[src/rtl/ata_poll_pkg.sv]
package ata_poll_pkg;

    // Sequencer phases
    typedef enum logic [1:0] {
        PH_IDLE   = 2'd0,
        PH_SETTLE = 2'd1,
        PH_POLL   = 2'd2,
        PH_CHECK  = 2'd3
    } phase_t;

    // Register select encoding on the read handshake
    typedef enum logic {
        SEL_ALT  = 1'b0,
        SEL_MAIN = 1'b1
    } regsel_t;

    // Outcome codes reported on completion
    typedef enum logic [2:0] {
        OUT_OK      = 3'd0,
        OUT_FAULT   = 3'd1,
        OUT_ERROR   = 3'd2,
        OUT_NODRQ   = 3'd3,
        OUT_TIMEOUT = 3'd4
    } outcome_t;

    // Status byte bit positions
    localparam int BIT_BUSY  = 7;
    localparam int BIT_FAULT = 5;
    localparam int BIT_DRQ   = 3;
    localparam int BIT_ERR   = 0;

    // Prioritised classification of one status sample
    function automatic outcome_t classify(input logic [7:0] s);
        if (s[BIT_ERR])        return OUT_ERROR;
        else if (s[BIT_FAULT]) return OUT_FAULT;
        else if (!s[BIT_DRQ])  return OUT_NODRQ;
        else                   return OUT_OK;
    endfunction

endpackage

[src/rtl/ata_poll_reader.sv]
module ata_poll_reader
    import ata_poll_pkg::*;
#(
    parameter int SETTLE_READS = 4
) (
    input  logic   clk,
    input  logic   rst,
    input  phase_t phase,
    input  logic   rd_ack,
    output logic   rd_req,
    output logic   rd_sel,
    output logic   settle_done
);

    localparam int            CW   = $clog2(SETTLE_READS + 1);
    localparam logic [CW-1:0] LAST = CW'(SETTLE_READS - 1);
    localparam logic [CW-1:0] LIM  = CW'(SETTLE_READS);

    logic [CW-1:0] cnt;

    // Counts acknowledged settle reads; cleared outside the settle phase
    always_ff @(posedge clk) begin
        if (rst || phase != PH_SETTLE)
            cnt <= '0;
        else if (rd_ack)
            cnt <= cnt + 1'b1;
    end

    assign rd_req      = (phase != PH_IDLE);
    assign rd_sel      = (phase == PH_SETTLE) ? SEL_ALT : SEL_MAIN;
    assign settle_done = (phase == PH_SETTLE) && rd_ack && (cnt == LAST);

    // settle counter never passes its bound
    p_settle_bound_r2: assert property (@(posedge clk) disable iff (rst)
        (phase == PH_SETTLE) |-> (cnt < LIM));

endmodule

[src/rtl/ata_poll_timer.sv]
module ata_poll_timer #(
    parameter int W = 16
) (
    input  logic         clk,
    input  logic         rst,
    input  logic         run,
    input  logic [W-1:0] lim,
    output logic         expired
);

    logic [W-1:0] cnt;

    // Counts poll-phase cycles from 0; restarts whenever run drops
    always_ff @(posedge clk) begin
        if (rst || !run)
            cnt <= '0;
        else if (!expired)
            cnt <= cnt + 1'b1;
    end

    assign expired = run && (cnt == lim);

    // the elapsed count never runs past the programmed limit
    p_no_overrun_r8: assert property (@(posedge clk) disable iff (rst)
        run |-> (cnt <= lim));

endmodule

[src/rtl/ata_poll_seq.sv]
module ata_poll_seq
    import ata_poll_pkg::*;
#(
    parameter int SETTLE_READS = 4,
    parameter int TMR_W        = 16
) (
    input  logic             clk,
    input  logic             rst,
    input  logic             start,
    input  logic             adv_check,
    input  logic [TMR_W-1:0] timeout_lim,
    output logic             rd_req,
    output logic             rd_sel,
    input  logic             rd_ack,
    input  logic [7:0]       rd_data,
    output logic             done,
    output logic [2:0]       code,
    output logic             err
);

    localparam int            CW     = $clog2(SETTLE_READS + 1);
    localparam logic [CW-1:0] N_SETL = CW'(SETTLE_READS);

    phase_t   phase;
    logic     adv_q;
    logic     done_q;
    outcome_t code_q;
    logic     err_q;

    logic     settle_done;
    logic     expired;
    logic     fin;
    outcome_t fin_code;
    phase_t   phase_nx;

    ata_poll_reader #(.SETTLE_READS(SETTLE_READS)) u_reader (
        .clk         (clk),
        .rst         (rst),
        .phase       (phase),
        .rd_ack      (rd_ack),
        .rd_req      (rd_req),
        .rd_sel      (rd_sel),
        .settle_done (settle_done)
    );

    ata_poll_timer #(.W(TMR_W)) u_timer (
        .clk     (clk),
        .rst     (rst),
        .run     (phase == PH_POLL),
        .lim     (timeout_lim),
        .expired (expired)
    );

    // Next phase and completion decision
    always_comb begin
        phase_nx = phase;
        fin      = 1'b0;
        fin_code = OUT_OK;
        unique case (phase)
            PH_IDLE: begin
                if (start) phase_nx = PH_SETTLE;
            end
            PH_SETTLE: begin
                if (settle_done) phase_nx = PH_POLL;
            end
            PH_POLL: begin
                if (rd_ack && !rd_data[BIT_BUSY]) begin
                    if (adv_q) phase_nx = PH_CHECK;
                    else begin
                        fin      = 1'b1;
                        fin_code = OUT_OK;
                    end
                end else if (expired) begin
                    fin      = 1'b1;
                    fin_code = OUT_TIMEOUT;
                end
            end
            PH_CHECK: begin
                if (rd_ack) begin
                    fin      = 1'b1;
                    fin_code = classify(rd_data);
                end
            end
            default: phase_nx = PH_IDLE;
        endcase
        if (fin) phase_nx = PH_IDLE;
    end

    always_ff @(posedge clk) begin
        if (rst) begin
            phase  <= PH_IDLE;
            adv_q  <= 1'b0;
            done_q <= 1'b0;
            code_q <= OUT_OK;
            err_q  <= 1'b0;
        end else begin
            phase  <= phase_nx;
            done_q <= fin;
            if (phase == PH_IDLE && start)
                adv_q <= adv_check;
            if (fin) begin
                code_q <= fin_code;
                err_q  <= (fin_code != OUT_OK);
            end
        end
    end

    assign done = done_q;
    assign code = code_q;
    assign err  = err_q;

    // Independent tally of settle reads for checking
    logic [CW-1:0] alt_seen;
    always_ff @(posedge clk) begin
        if (rst || phase == PH_IDLE)
            alt_seen <= '0;
        else if (rd_req && rd_ack && rd_sel == SEL_ALT)
            alt_seen <= alt_seen + 1'b1;
    end

    // the busy wait starts only after all settle reads were acknowledged
    p_settle_count_r2: assert property (@(posedge clk) disable iff (rst)
        (phase == PH_POLL && $past(phase) == PH_SETTLE) |-> (alt_seen == N_SETL));

    // completion pulse lasts one cycle
    p_done_pulse_r9: assert property (@(posedge clk) disable iff (rst)
        done_q |=> !done_q);

    // code moves only together with done
    p_code_hold_r9: assert property (@(posedge clk) disable iff (rst)
        !$stable(code_q) |-> done_q);

    // every poll that ends reports a completion
    p_exit_done_r9: assert property (@(posedge clk) disable iff (rst)
        (phase != PH_IDLE) |=> (phase != PH_IDLE) || done_q);

    // error flag agrees with the reported code
    p_err_flag_r10: assert property (@(posedge clk) disable iff (rst)
        done_q |-> (err_q == (code_q != OUT_OK)));

endmodule

[config.mk]
export PLATFORM = sky130hd
export DESIGN_NAME = ata_poll_seq
export DESIGN_NICKNAME = d
export VERILOG_FILES = /design/src/rtl/ata_poll_pkg.sv /design/src/rtl/ata_poll_reader.sv /design/src/rtl/ata_poll_timer.sv /design/src/rtl/ata_poll_seq.sv
export SDC_FILE = /design/constraint.sdc
export NUM_CORES = 1
export LEC_CHECK = 0
export BUFFER_PORTS_ARGS = -buffer_cell sky130_fd_sc_hd__buf_4
export CAP_MARGIN = 15
export CORE_MARGIN = 10
export CORE_UTILIZATION = 53
export DETAILED_ROUTE_END_ITERATION = 16
export PLACE_DENSITY_LB_ADDON = 0.2
export SLEW_MARGIN = 10
export SYNTH_ARGS = -nofsm -noshare
export SYNTH_HDL_FRONTEND = slang
export SYNTH_HIERARCHICAL = 1
export SYNTH_SLANG_ARGS = --single-unit
[constraint.sdc]
create_clock -name clk -period 2.3 [get_ports clk]
set_input_delay 0.115 -clock clk [delete_from_list [all_inputs] [get_ports clk]]
set_output_delay 0.115 -clock clk [all_outputs]
set_load 0.005 [all_outputs]
**Yosys cells after proc, flatten, opt, wreduce, memory -nomap -nowiden**

Index checks and enable logic that the tools add are counted.

- Bits in registers: 27
- Output and inout bits: 7

- Add/sub/neg operators: 2
- Eq/ne operators: 10
- Mux-type cells: 18
- Reductions and logical operators: 15

Operators by type and width:

| kind | count |
|---|---|
| adder 16 x 1 -> 16 bit (second input constant) | 1 |
| == test 16 bit | 1 |
| two-way mux 2 bit | 8 |
| inequality test 2 bit (second input constant) | 4 |
| two-way mux 3 bit | 2 |
| one-hot mux 2 bit (3 select lines) | 1 |
| one-hot mux 3 bit (2 select lines) | 1 |
| nonzero test 3 bit | 2 |
| logical AND 1 bit | 5 |
| two-way mux 1 bit | 5 |
| AND reduction 5 bit | 1 |
| == test 2 bit (second input constant) | 2 |
| adder 3 x 1 -> 3 bit (second input constant) | 1 |
| == test 3 x 2 -> 1 bit (second input constant) | 1 |
| == test 2 x 1 -> 1 bit (second input constant) | 1 |
| logical NOT 1 bit | 2 |
| logical NOT 2 bit | 1 |
| logical OR 1 bit | 2 |
| inequality test 2 x 1 -> 1 bit (second input constant) | 1 |
| one-hot mux 1 bit (2 select lines) | 1 |
| nonzero test 2 bit | 1 |
| OR reduction 2 bit | 1 |

**Logic depth before layout (Yosys ltp)**

- Word-level depth: 6
- Gate-level depth with buffers: 9

**Modules after synthesis**

Netlist, hierarchy kept.

By module, submodules not included:

| module | area each (µm²) | times used | cells each | sequential area each (µm²) |
|---|---|---|---|---|
| ata_poll_timer | 929.6 | 1 | 111 | 320.3 |
| ata_poll_seq | 441.7 | 1 | 48 | 160.2 |
| ata_poll_reader | 162.7 | 1 | 17 | 60.1 |

**Worst setup path before layout**

Ideal clock, no wire load.

- Path kind: reg2reg
- Start point: register u_timer.cnt[11]
- End point: register phase[1]
- Arrival time: 1,738 ps
- Data required time: 2,170 ps
- Path slack: 433 ps
- Cell stages (with the launch flop): 9
- Period minus slack after synthesis: 1,867 ps
- Path buffers: 1
- Cells stage by stage: dfxtp_1 > xor2_1 > nor4_1 > nand4_1 > nor2_1 > buf_4 > nand3_1 > nand2_1 > nor3_1

- Word-level cells in the longest chain between the ends: 6

Ends and longest elaborated chain:

| item | RTL line | text |
|---|---|---|
| from (decl) | ata_poll_timer.sv:11 | `logic [W-1:0] cnt;` |
| from (signal assigned) | ata_poll_timer.sv:18 | `cnt <= cnt + 1'b1;` |
| == test 16 bit | ata_poll_timer.sv:21 | `assign expired = run && (cnt == lim);` |
| logical AND 1 bit | ata_poll_timer.sv:21 |  |
| net expired | ata_poll_seq.sv:31 | `logic expired;` |
| two-way mux 1 bit | ata_poll_seq.sv:73 | `end else if (expired) begin` |
| two-way mux 1 bit | ata_poll_seq.sv:67 | `if (rd_ack && !rd_data[BIT_BUSY]) begin` |
| one-hot mux 1 bit (2 select lines) | ata_poll_seq.sv:59 | `unique case (phase)` |
| OR reduction 2 bit (no line) | n/a |  |
| to (signal assigned) | ata_poll_seq.sv:97 | `phase <= phase_nx;` |
| to (decl) | ata_poll_seq.sv:24 | `phase_t phase;` |

The timed path passes the listed nets, and every way through them passes these cells.
A chain may end at the register's enable or synchronous reset.

**Worst setup path in the final report**

Ends and elaborated chain as after synthesis.

==> run_results.csv <==
group,metric,value,unit
outcome,status,"complete, no violations",
die,design.core.area,2760,sq um
synth,yosysUniqueCellTypes,40,
setup_path,cp.arrival,2.30,ns
placement,portBuffers,31,
setup_path,path_max_fanout,11,
synth,syn_avg_cell_area,8.72,sq um
timing,rsz0062_at_grt,"no",
setup_path,end_kind,"flop",
cts,path_clk_slew,0.15,ns
synth,syn_inst,176,
timing,finalHoldViolCount,0,
global_route,grt_overflow_total,0,
detailed_routing,totalWireLength,3440,microns
setup_path,cp_slowest_stage_delay,0.39,ns
detailed_routing,vias_per_cell,5.68,
timing,tightest_slew,0.363,ns
timing,finalSetupViolCount,0,
global_route,antenna_found_initial,0,
global_route,grt_pass1_vias,1424,
timing,max_slew_margin,75.8,%
synth,ys_warn_count,6,
detailed_routing,wl_per_cell,14.0,microns
detailed_routing,vias,1391,
hold_path,min_from,"rst",
setup_path,crit_slowest_cell,"dfxtp_1",
final_layout,multiInputGateArea,952,sq um
cts,hold_buffers,0,
power,p_int,779,uW
placement,hpwl,2770,microns
synth,synth-seq-area-share,35.2,%
synth,synth_most_common_cell,"dfxtp_1",
die,die_area,5450,sq um
cts,cts_tree,"yes",
setup_path,path_delay_family,"simple AND/OR/NAND/NOR gates",
power,ir_worst_vdd,0.000560,V
final_layout,seqCellArea,541,sq um
cts,clk_latency,0.32,ns
cts,post_cts_resized,0,
synth,netlist.area_leader.share,35.2,%
global_route,grt_pass1_wl,5890,microns
setup_path,startpoint_type,"flop",
die,die_width,73.8,microns
setup_path,reg2reg_from,"u_timer/cnt[11]",
timing,fin_crit,2.07,ns
setup_path,worstSetupPathType,"flop to flop",
cts,cts_sinks,27,
power,power.leakage,0.790,nW
timing,final.setup_skew,0.0127,ns
setup_path,critPathLaunch,"u_timer/cnt[11]",
cts,root_buffer,"clkbuf_4",
timing,setup-tns-final,0,ns
synth,synth_edf_count,0,
detailed_routing,drtPass1Iterations,5,
hold_path,hp-class,"primary input to flop",
cts,numCtsBuffers,3,
synth,syn_nets,212,
power,netSwitchingPower,372,uW
final_layout,n_antenna_cell,0,
detailed_routing,drtIter0Drc,82,
detailed_routing,ant_nets,0,
die,pin_count,36,
cts,cts.path.max_buffers,2,
synth,synthArstFlopShare,0,%
global_route,grt_max_degree,15,
power,netSwitchingFraction,32.3,%
power,combPwrFrac,34.6,%
cts,htreeDepth,1,
synth,synth_area_leader_cell,"dfxtp_1",
final_layout,final_nets,251,
power,pwr-share-seq,47.3,%
final_layout,layout-area-overhead-vs-synth,21.4,%
power,p_total,1.15,mW
synth,synth_area,1530,sq um
final_layout,layout-drive-gt1-share,23.8,%
die,die_h,73.8,microns
setup_path,worstPathCellList,"xor2_1 -> nor4_1 -> nand4_1 -> nor2_1 -> buf_4 -> nand3_1 -> nand2_1 -> nor3_1",
setup_path,crit_required,2.54,ns
timing,fmax,484,MHz
timing,timing.final.crit_share,89.9,%
die,initial_utilization,55.6,%
synth,yosys-top-cells-area,"dfxtp_1, xor2_1, ha_1, a21oi_1, or3_1",
power,p_per_area,619,nW/um^2
synth,synth_seq_cells,27,
detailed_routing,drcViolationCount,0,
run,cap_viol_max_count,0,
setup_path,crit_buf_inv,1,
final_layout,fillCellCount,251,
synth,synthTopCellsByCount,"dfxtp_1, xor2_1, a21oi_1, nand2_1, nor2_1",
placement,place_congestion,0.807,
die,row_count,19,
power,clkPwrFrac,18.1,%
global_route,grt_use_total,12.9,%
timing,final-max-slew-violation-count,0,
cts,cts_setup_buffers,0,
synth,ys.flop_type,"dfxtp_1",
[registers in the layout (all words and copies together) (netlist names)]
signal	flops
adv_q	1
code	3
done	1
err	1
phase	2
u_reader/cnt	3
u_timer/cnt	16
[power by group through the flow]
stage | clock, mW | sequential, mW | combinational (mW)
floorplan | 0 | 0.542 | 0.261
finish | 0.209 | 0.544 | 0.399
global placement | 0 | 0.548 | 0.383
global route | 0.231 | 0.551 | 0.444
CTS | 0.212 | 0.544 | 0.405
detailed placement | 0 | 0.554 | 0.403
[worst paths after layout]
check / cells past startpoint / slack [ns] / to
worst max register to register: 8 / 0.23 / phase[1]
worst max-delay path: 8 / 0.23 / phase[1]
worst min-delay path: 2 / 0.03 / phase[0]
worst min register to register: 2 / 0.46 / code[2]
[worst reg2reg max path, stage by stage, from the launching register on]
cell     delay, ns
dfxtp_1       0.39
xor2_1        0.18
nor4_1        0.36
nand4_1       0.23
nor2_1        0.20
buf_4         0.20
nand3_1       0.20
nand2_1       0.17
nor3_1        0.07
[cells in the final DEF, fill, tap and decap left out, types with 2 or more instances in the layout]
master,instances
a21oi_1,14
a31oi_1,2
and3_1,2
buf_4,38
clkbuf_4,3
dfxtp_1,27
ha_1,7
inv_1,5
mux2i_1,3
nand2_1,14
nand3_1,9
nand4_1,3
nor2_1,14
nor2b_1,3
nor3_1,2
nor4_1,3
o211ai_1,3
o21ai_0,11
or3_1,9
or4_1,2
xnor2_1,2
xor2_1,19
[layout make-up]
type	instances	share of cell area, %
Inverter	5	1.01
Clock buffer	4	1.41
Timing Repair Buffer	38	15.3
Multi-Input combinational cell	140	51.1
Tap cell	31	2.08
Sequential cell	27	29.0
[routing by layer]
| metal | track usage, % | share of wire [%] |
|---|---|---|
| met1 | 14.2 | 42 |
| met2 | 22.9 | 51 |
| met3 | 3.36 | 4.8 |
| met4 | 4.55 | 1.7 |
| met5 | 0 | 0 |
[per-stage QoR]
stage	hold slack, ns	worst slack, ns	cells	util, %	area (sq um)
after floorplan	0.206	0.433	176	-	1530
after global placement	0.374	0.287	241	66.6	1840
after detailed placement	0.382	0.228	241	66.6	1840
after CTS	0.0314	0.212	245	67.5	1860
after global routing	0.0158	0.0263	245	67.5	1860
final	0.0318	0.232	245	67.5	1860
[logic make-up (layout without fill, tap and decap cells)]
kind of cell,Yosys count,after routing,synth area share [%]
buffers and inverters,9,47,2.69
muxes,3,3,1.96
adders and majority gates,7,7,5.71
DFF,27,27,35.2
AOI/OAI and AO/OA,36,36,15.4
and+or+nand+nor,73,73,27.0
xor gates and xnor gates,21,21,12.0
No activity file was read; power rests on OpenSTA's default activity.
